$ cat src/rtl/dct_pkg.sv
package dct_pkg;
  localparam int LANES = 8;
  localparam int HALF  = LANES / 2;
  typedef enum logic { SIZE4 = 1'b0, SIZE8 = 1'b1 } size_e;
endpackage

$ cat src/rtl/dct_front.sv
// Operand selection: mirrored butterflies in 8-point mode, raw lanes otherwise.
module dct_front #(
  parameter int IN_W = 16,
  parameter int OP_W = IN_W + 1
) (
  input  logic                                sel8,
  input  logic [dct_pkg::LANES*IN_W-1:0]      x_flat,
  output logic [dct_pkg::LANES*OP_W-1:0]      op_flat
);
  localparam int NL = dct_pkg::LANES;
  localparam int NH = dct_pkg::HALF;

  for (genvar i = 0; i < NH; i++) begin : g_fold
    logic signed [IN_W-1:0] near_s, far_s, upper_s;
    logic signed [OP_W-1:0] fold_sum, fold_dif;
    assign near_s   = $signed(x_flat[i*IN_W +: IN_W]);
    assign far_s    = $signed(x_flat[(NL-1-i)*IN_W +: IN_W]);
    assign upper_s  = $signed(x_flat[(NH+i)*IN_W +: IN_W]);
    assign fold_sum = OP_W'(near_s) + OP_W'(far_s);
    assign fold_dif = OP_W'(near_s) - OP_W'(far_s);
    // kernel A operand i, kernel B operand i
    assign op_flat[i*OP_W +: OP_W]      = sel8 ? fold_sum : OP_W'(near_s);
    assign op_flat[(NH+i)*OP_W +: OP_W] = sel8 ? fold_dif : OP_W'(upper_s);
  end
endmodule

$ cat src/rtl/dct_cmul.sv
// Constant multiplier built from shifted copies of the operand, one per set bit.
module dct_cmul #(
  parameter int IN_W  = 18,
  parameter int OUT_W = 26,
  parameter int COEF  = 83
) (
  input  logic signed [IN_W-1:0]  x,
  output logic signed [OUT_W-1:0] p
);
  localparam int CW = $clog2(COEF + 1);
  localparam logic [CW-1:0] CBITS = CW'(COEF);

  always_comb begin
    p = '0;
    for (int k = 0; k < CW; k++) begin
      if (CBITS[k]) p = p + (OUT_W'(x) <<< k);
    end
  end
endmodule

$ cat src/rtl/dct4_kernel.sv
// 4-point shift-add kernel: butterfly register, product register, combinational sums.
module dct4_kernel #(
  parameter int OP_W  = 17,
  parameter int ACC_W = 26
) (
  input  logic                  clk,
  input  logic                  rst,
  input  logic [4*OP_W-1:0]     u_flat,
  output logic [4*ACC_W-1:0]    z_flat
);
  localparam int BW = OP_W + 1;

  logic signed [OP_W-1:0] u [4];
  for (genvar j = 0; j < 4; j++) begin : g_unpack
    assign u[j] = $signed(u_flat[j*OP_W +: OP_W]);
  end

  // stage 1: input butterflies
  logic signed [BW-1:0] ev0_q, ev1_q, od0_q, od1_q;
  always_ff @(posedge clk) begin
    if (rst) begin
      ev0_q <= '0; ev1_q <= '0; od0_q <= '0; od1_q <= '0;
    end else begin
      ev0_q <= BW'(u[0]) + BW'(u[3]);
      ev1_q <= BW'(u[1]) + BW'(u[2]);
      od0_q <= BW'(u[0]) - BW'(u[3]);
      od1_q <= BW'(u[1]) - BW'(u[2]);
    end
  end

  // stage 2: scaling by 64 (wiring) and by 83/36 (shift-add)
  logic signed [ACC_W-1:0] dc_sum, dc_dif;
  assign dc_sum = (ACC_W'(ev0_q) + ACC_W'(ev1_q)) <<< 6;
  assign dc_dif = (ACC_W'(ev0_q) - ACC_W'(ev1_q)) <<< 6;

  logic signed [ACC_W-1:0] prod   [4];
  logic signed [ACC_W-1:0] prod_q [4];
  // product p: 0 -> 83*od0, 1 -> 36*od1, 2 -> 36*od0, 3 -> 83*od1
  for (genvar p = 0; p < 4; p++) begin : g_prod
    localparam int C = (p == 0 || p == 3) ? 83 : 36;
    logic signed [BW-1:0] src;
    if (p % 2 == 0) begin : g_src0
      assign src = od0_q;
    end else begin : g_src1
      assign src = od1_q;
    end
    dct_cmul #(.IN_W(BW), .OUT_W(ACC_W), .COEF(C)) u_mul (.x(src), .p(prod[p]));
  end

  logic signed [ACC_W-1:0] dc_sum_q, dc_dif_q;
  always_ff @(posedge clk) begin
    if (rst) begin
      dc_sum_q <= '0;
      dc_dif_q <= '0;
      for (int p = 0; p < 4; p++) prod_q[p] <= '0;
    end else begin
      dc_sum_q <= dc_sum;
      dc_dif_q <= dc_dif;
      for (int p = 0; p < 4; p++) prod_q[p] <= prod[p];
    end
  end

  // output adders (registered in the top)
  assign z_flat[0*ACC_W +: ACC_W] = dc_sum_q;
  assign z_flat[1*ACC_W +: ACC_W] = prod_q[0] + prod_q[1];
  assign z_flat[2*ACC_W +: ACC_W] = dc_dif_q;
  assign z_flat[3*ACC_W +: ACC_W] = prod_q[2] - prod_q[3];
endmodule

$ cat src/rtl/dct_out_stage.sv
// Reorder into natural coefficient order, round-shift by mode, saturate.
module dct_out_stage #(
  parameter int ACC_W = 26,
  parameter int OUT_W = 16,
  parameter int SH4   = 1,
  parameter int SH8   = 2
) (
  input  logic                               sel8,
  input  logic [4*ACC_W-1:0]                 za_flat,
  input  logic [4*ACC_W-1:0]                 zb_flat,
  output logic [dct_pkg::LANES*OUT_W-1:0]    y_flat
);
  localparam int RW = ACC_W + 1;
  localparam logic signed [RW-1:0] RND4   = RW'(1) <<< (SH4 - 1);
  localparam logic signed [RW-1:0] RND8   = RW'(1) <<< (SH8 - 1);
  localparam logic signed [RW-1:0] SAT_HI = RW'(2**(OUT_W-1) - 1);
  localparam logic signed [RW-1:0] SAT_LO = -SAT_HI - RW'(1);

  for (genvar i = 0; i < dct_pkg::LANES; i++) begin : g_lane
    localparam bit   IN_B8 = (i % 2) == 1;
    localparam int   IX8   = i / 2;
    localparam bit   IN_B4 = i >= dct_pkg::HALF;
    localparam int   IX4   = i % dct_pkg::HALF;
    logic signed [ACC_W-1:0] pick8, pick4, pick;
    logic signed [RW-1:0]    biased, shifted;
    logic signed [OUT_W-1:0] clamped;

    assign pick8 = IN_B8 ? $signed(zb_flat[IX8*ACC_W +: ACC_W]) : $signed(za_flat[IX8*ACC_W +: ACC_W]);
    assign pick4 = IN_B4 ? $signed(zb_flat[IX4*ACC_W +: ACC_W]) : $signed(za_flat[IX4*ACC_W +: ACC_W]);
    assign pick  = sel8 ? pick8 : pick4;

    assign biased  = RW'(pick) + (sel8 ? RND8 : RND4);
    assign shifted = sel8 ? (biased >>> SH8) : (biased >>> SH4);

    always_comb begin
      if (shifted > SAT_HI)      clamped = SAT_HI[OUT_W-1:0];
      else if (shifted < SAT_LO) clamped = SAT_LO[OUT_W-1:0];
      else                       clamped = shifted[OUT_W-1:0];
    end
    assign y_flat[i*OUT_W +: OUT_W] = clamped;
  end
endmodule

$ cat src/rtl/approx_dct48.sv
module approx_dct48
  import dct_pkg::*;
#(
  parameter int IN_W  = 16,
  parameter int OUT_W = 16,
  parameter int SH4   = 1,
  parameter int SH8   = 2
) (
  input  logic                    clk,
  input  logic                    rst,
  input  logic                    in_valid,
  input  logic                    in_sel8,
  input  logic [LANES*IN_W-1:0]   in_data,
  output logic                    out_valid,
  output logic [LANES*OUT_W-1:0]  out_data
);
  localparam int OP_W  = IN_W + 1;
  localparam int ACC_W = IN_W + 10;

  logic [LANES*OP_W-1:0] op_flat;
  dct_front #(.IN_W(IN_W), .OP_W(OP_W)) u_front (
    .sel8(in_sel8), .x_flat(in_data), .op_flat(op_flat)
  );

  logic [2*4*ACC_W-1:0] z_all;
  for (genvar g = 0; g < 2; g++) begin : g_kern
    dct4_kernel #(.OP_W(OP_W), .ACC_W(ACC_W)) u_kern (
      .clk(clk), .rst(rst),
      .u_flat(op_flat[g*4*OP_W +: 4*OP_W]),
      .z_flat(z_all[g*4*ACC_W +: 4*ACC_W])
    );
  end

  // control travelling with the data through the two kernel stages
  logic  vld_s1, vld_s2;
  size_e size_s1, size_s2;
  always_ff @(posedge clk) begin
    if (rst) begin
      vld_s1 <= 1'b0; vld_s2 <= 1'b0;
      size_s1 <= SIZE4; size_s2 <= SIZE4;
    end else begin
      vld_s1 <= in_valid;
      vld_s2 <= vld_s1;
      size_s1 <= size_e'(in_sel8);
      size_s2 <= size_s1;
    end
  end

  logic [LANES*OUT_W-1:0] y_next;
  dct_out_stage #(.ACC_W(ACC_W), .OUT_W(OUT_W), .SH4(SH4), .SH8(SH8)) u_out (
    .sel8(size_s2 == SIZE8),
    .za_flat(z_all[0 +: 4*ACC_W]),
    .zb_flat(z_all[4*ACC_W +: 4*ACC_W]),
    .y_flat(y_next)
  );

  // stage 3: output register
  always_ff @(posedge clk) begin
    if (rst) begin
      out_valid <= 1'b0;
      out_data  <= '0;
    end else begin
      out_valid <= vld_s2;
      out_data  <= y_next;
    end
  end
endmodule

$ cat config.mk
export PLATFORM = sky130hd
export DESIGN_NAME = approx_dct48
export DESIGN_NICKNAME = d
export VERILOG_FILES = /design/src/rtl/dct_pkg.sv /design/src/rtl/dct_front.sv /design/src/rtl/dct_cmul.sv /design/src/rtl/dct4_kernel.sv /design/src/rtl/dct_out_stage.sv /design/src/rtl/approx_dct48.sv
export SDC_FILE = /design/constraint.sdc
export NUM_CORES = 2
export LEC_CHECK = 0
export BUFFER_PORTS_ARGS = -buffer_cell sky130_fd_sc_hd__buf_2
export CORE_MARGIN = 3
export CORE_UTILIZATION = 45
export CTS_CLUSTER_SIZE = 25
export DETAILED_ROUTE_END_ITERATION = 10
export PLACE_DENSITY = 0.61
export SLEW_MARGIN = 15
export SYNTH_ARGS = -nofsm -noshare
export SYNTH_HDL_FRONTEND = slang
export SYNTH_HIERARCHICAL = 1
export SYNTH_SLANG_ARGS = --single-unit
export TNS_END_PERCENT = 1
$ cat constraint.sdc
create_clock -name clk -period 11.5 [get_ports clk]
set_clock_uncertainty 0.1 [all_clocks]
set_input_delay 2.3 -clock clk [delete_from_list [all_inputs] [get_ports clk]]
set_output_delay 2.3 -clock clk [all_outputs]
set_load 0.03 [all_outputs]
==> reports/metrics.yaml <==
syn_inst: 7904
seq_area_frac_synth_pct: 18.24
boundaryPins: 261
nNetsFinal: 8780
htree_num_levels: 3
whs_endpoint: "size_s2$_SDFF_PP0_"
muxShareOfSynthArea_pct: 2.679
synth-edff-count: 0
avgRoutedWirePerCell_um: 20.10
ant_nets: 0
yosys.area_share.simple_pct: 21.36
cp_slowest_cell: "o311ai_0"
grt_pass1_wl_um: 303800
fp.coreArea_um2: 134000
place.gp.congestion: 0.9705
synth_top_family_by_area: "compound AO/OA/AOI/OAI gates"
drt_iter0_markers: 5107
synth_cell_types: 122
root_buffer: "clkbuf_16"
synth_compound_area_share_pct: 21.40
cpMostUsedCell: "inv_1"
start_util_pct: 45.47
grt_pass1_vias: 52626
max_slew_margin_pct: 15.63
drive_above_1_share_pct: 7.437
drt_pass1_iterations: 6
slew_violations: 0
period_needed_ns: 6.527
synth_xor_area_share_pct: 10.02
cts.sinks: 555
start_kind: "input port"
hp-class: "flip-flop to flip-flop"
ys_warn_count: 6
critPathMaxStageDelay_ns: 0.87
cts_tree: "done"
crit_chain: "buf_2 -> inv_1 -> ha_1 -> nor2b_1 -> o31ai_1 -> a21oi_1 -> o21ai_0 -> a21oi_1 -> o311ai_0 -> inv_1 -> ha_1 -> inv_1 -> nor3_1 -> and3_1 -> and2_1 -> a211oi_1 -> o21ai_0 -> mux2i_1"
rr_worst_depth: 19
arrival_ns: 6.96
cts_buffer_depth: 3
synth_common_cells: "inv_1, nor2_1, ha_1"
crit_fanout: 10
finalCritPeriodShare_pct: 56.76
fin_total_pwr_w: 0.01979
syn_area_um2: 60910
r2r-end: "out_data[97]$_SDFF_PP0_"
vias_per_cell: 5.751
synthTopCellsByArea: "dfxtp_1, ha_1, xnor2_1"
io_buffers: 260
max_freq_mhz: 153.2
hold_depth: 1
drc_errors: 0
cap_violations: 0
hpwlAfterDp_um: 158200
power_density_nw_per_um2: 305.4
yosysMostFrequentCell: "inv_1"
vias: 55650
p_leak_nw: 28.49
die_w_um: 373.9
r2r_slack_ns: 5.13
area_growth_pct: 6.405
avgSynthCellArea_um2: 7.706
yosysTopAreaCell: "dfxtp_1"
clk_pin_slew_ns: 0.07
fin_setup_tns_ns: 0
postCtsSetupBuffers: 0
report.final.setup_viol: 0
ir_drop_mv: 0.1793
synth_fa_ha_area_share_pct: 18.16
ys_ff_latch: 555
dieArea_um2: 139800
clk_latency_ns: 0.67
synth_top_area_share_pct: 18.24
wl_um: 194500
die_h_um: 373.9
path_class: "input port to flip-flop"
rows: 134
synthFlopType: "dfxtp_1"
grt_max_degree: 176
async_reset_ff_share_pct: 0
end_kind: "flip-flop"
status: "complete, no violations"
cts_buffers: 66
cp.required_ns: 11.93
cts_hold_buf: 0
worst_pin_slew_ns: 1.265
hold_start: "size_s1$_SDFF_PP0_"
antenna_found_initial: 10
rr_startpoint: "g_kern[0].u_kern/prod_q[2][0]$_SDFF_PP0_"
rsz0062_at_grt: "no"
hold_violations: 0
overflow: 0
grt_usage_pct: 26.93
cts_repair_resize_count: 0
==> cells by family (layout without fill, tap and decap cells) <==
| group | Yosys count | after routing |
|---|---|---|
| flops | 555 | 555 |
| mux | 158 | 158 |
| buf+inv | 1150 | 1126 |
| xor+xnor | 697 | 697 |
| compound gates | 1993 | 1993 |
| other cells | 6 | 34 |
| fa+ha+maj | 794 | 794 |
| simple gates | 2551 | 2551 |
==> layer usage <==
metal	share of wire, %	vias to the layer above	GRT usage (%)
li1	-	27214	-
met1	47	26294	38.08
met2	44	1850	43.01
met3	5.8	284	3.120
met4	3.1	8	7.760
met5	0.032	-	0
==> sequential cells by signal, indices dropped and copies added, names as in the netlist <==
signal and flops:
vld_s1 1, g_kern.u_kern/g_prod.src 70, size_s1 1, g_kern.u_kern/dc_sum_q 38, vld_s2 1, size_s2 1
g_kern.u_kern/ev0_q 36, out_data 128, g_kern.u_kern/dc_dif_q 36, g_kern.u_kern/ev1_q 34, g_kern.u_kern/prod_q 208, out_valid 1
==> final cells by class <==
| type | instances | area (um^2) |
|---|---|---|
| diodes | 2 | 5.005 |
| repair buffers | 305 | 1690 |
| multi-input cells | 6225 | 44970 |
| clock buffers | 95 | 1903 |
| inverters | 701 | 2634 |
| well taps | 1768 | 2212 |
| flip-flops and latches | 555 | 11110 |
| fillers | 13387 | 69150 |
| clock inverters | 25 | 274.0 |
==> worst max-delay path, delay by kind of cell <==
kind,cells,cell delay (ns)
AO/OA/AOI/OAI,7,2.37
AND/OR/NAND/NOR,4,0.93
adder cells (fa/ha/maj),2,0.82
buffers and inverters,4,0.43
multiplexers,1,0.12
==> power breakdown <==
group          internal (W)  switching (W)  leakage [nW]
sequential          0.00263       0.000712          4.62
clock               0.00123       0.000872          1.06
combinational       0.00564        0.00871          22.8
==> per-stage QoR <==
stage	worst slack, ns	utilization (%)	hold WS, ns	std cells	instance area (um^2)
3_3_place_gp	4.452	46.74	0.3275	9553	62610
4_1_cts	5.034	48.36	0.3379	9673	64790
2_1_floorplan	5.299	-	0.3138	7930	61000
3_5_place_dp	4.429	46.74	0.3263	9553	62610
5_1_grt	4.650	48.37	0.3524	9674	64800
6_report	4.973	48.38	0.3393	9676	64810
==> how the worst max path moves through the flow <==
stage	slack [ns]	from	endpoint	cells past startpoint
3_5_place_dp	4.43	in_data[81]	g_kern[1].u_kern/g_prod[1].src[17]$_SDFF_PP0_	18
2_1_floorplan	5.30	size_s2$_SDFF_PP0_	out_data[110]$_SDFF_PP0_	26
3_3_place_gp	4.45	in_data[81]	g_kern[1].u_kern/g_prod[1].src[17]$_SDFF_PP0_	18
6_report	4.97	in_data[81]	g_kern[1].u_kern/g_prod[1].src[17]$_SDFF_PP0_	18
4_1_cts	5.03	g_kern[0].u_kern/prod_q[0][0]$_SDFF_PP0_	out_data[32]$_SDFF_PP0_	18
5_1_grt	4.65	g_kern[0].u_kern/prod_q[2][0]$_SDFF_PP0_	out_data[110]$_SDFF_PP0_	19
==> cell usage in the layout, fill, tap and decap left out, types with 217 or more instances in the layout <==
cell type,Yosys,layout
inv_1,700,698
nand2_1,496,496
o21ai_0,405,405
xor2_1,243,243
buf_2,81,259
a21oi_1,627,627
ha_1,644,644
nand3_1,217,217
xnor2_1,454,454
nor2b_1,440,440
dfxtp_1,555,554
nor2_1,675,675
No activity file was read; power rests on OpenSTA's default activity.
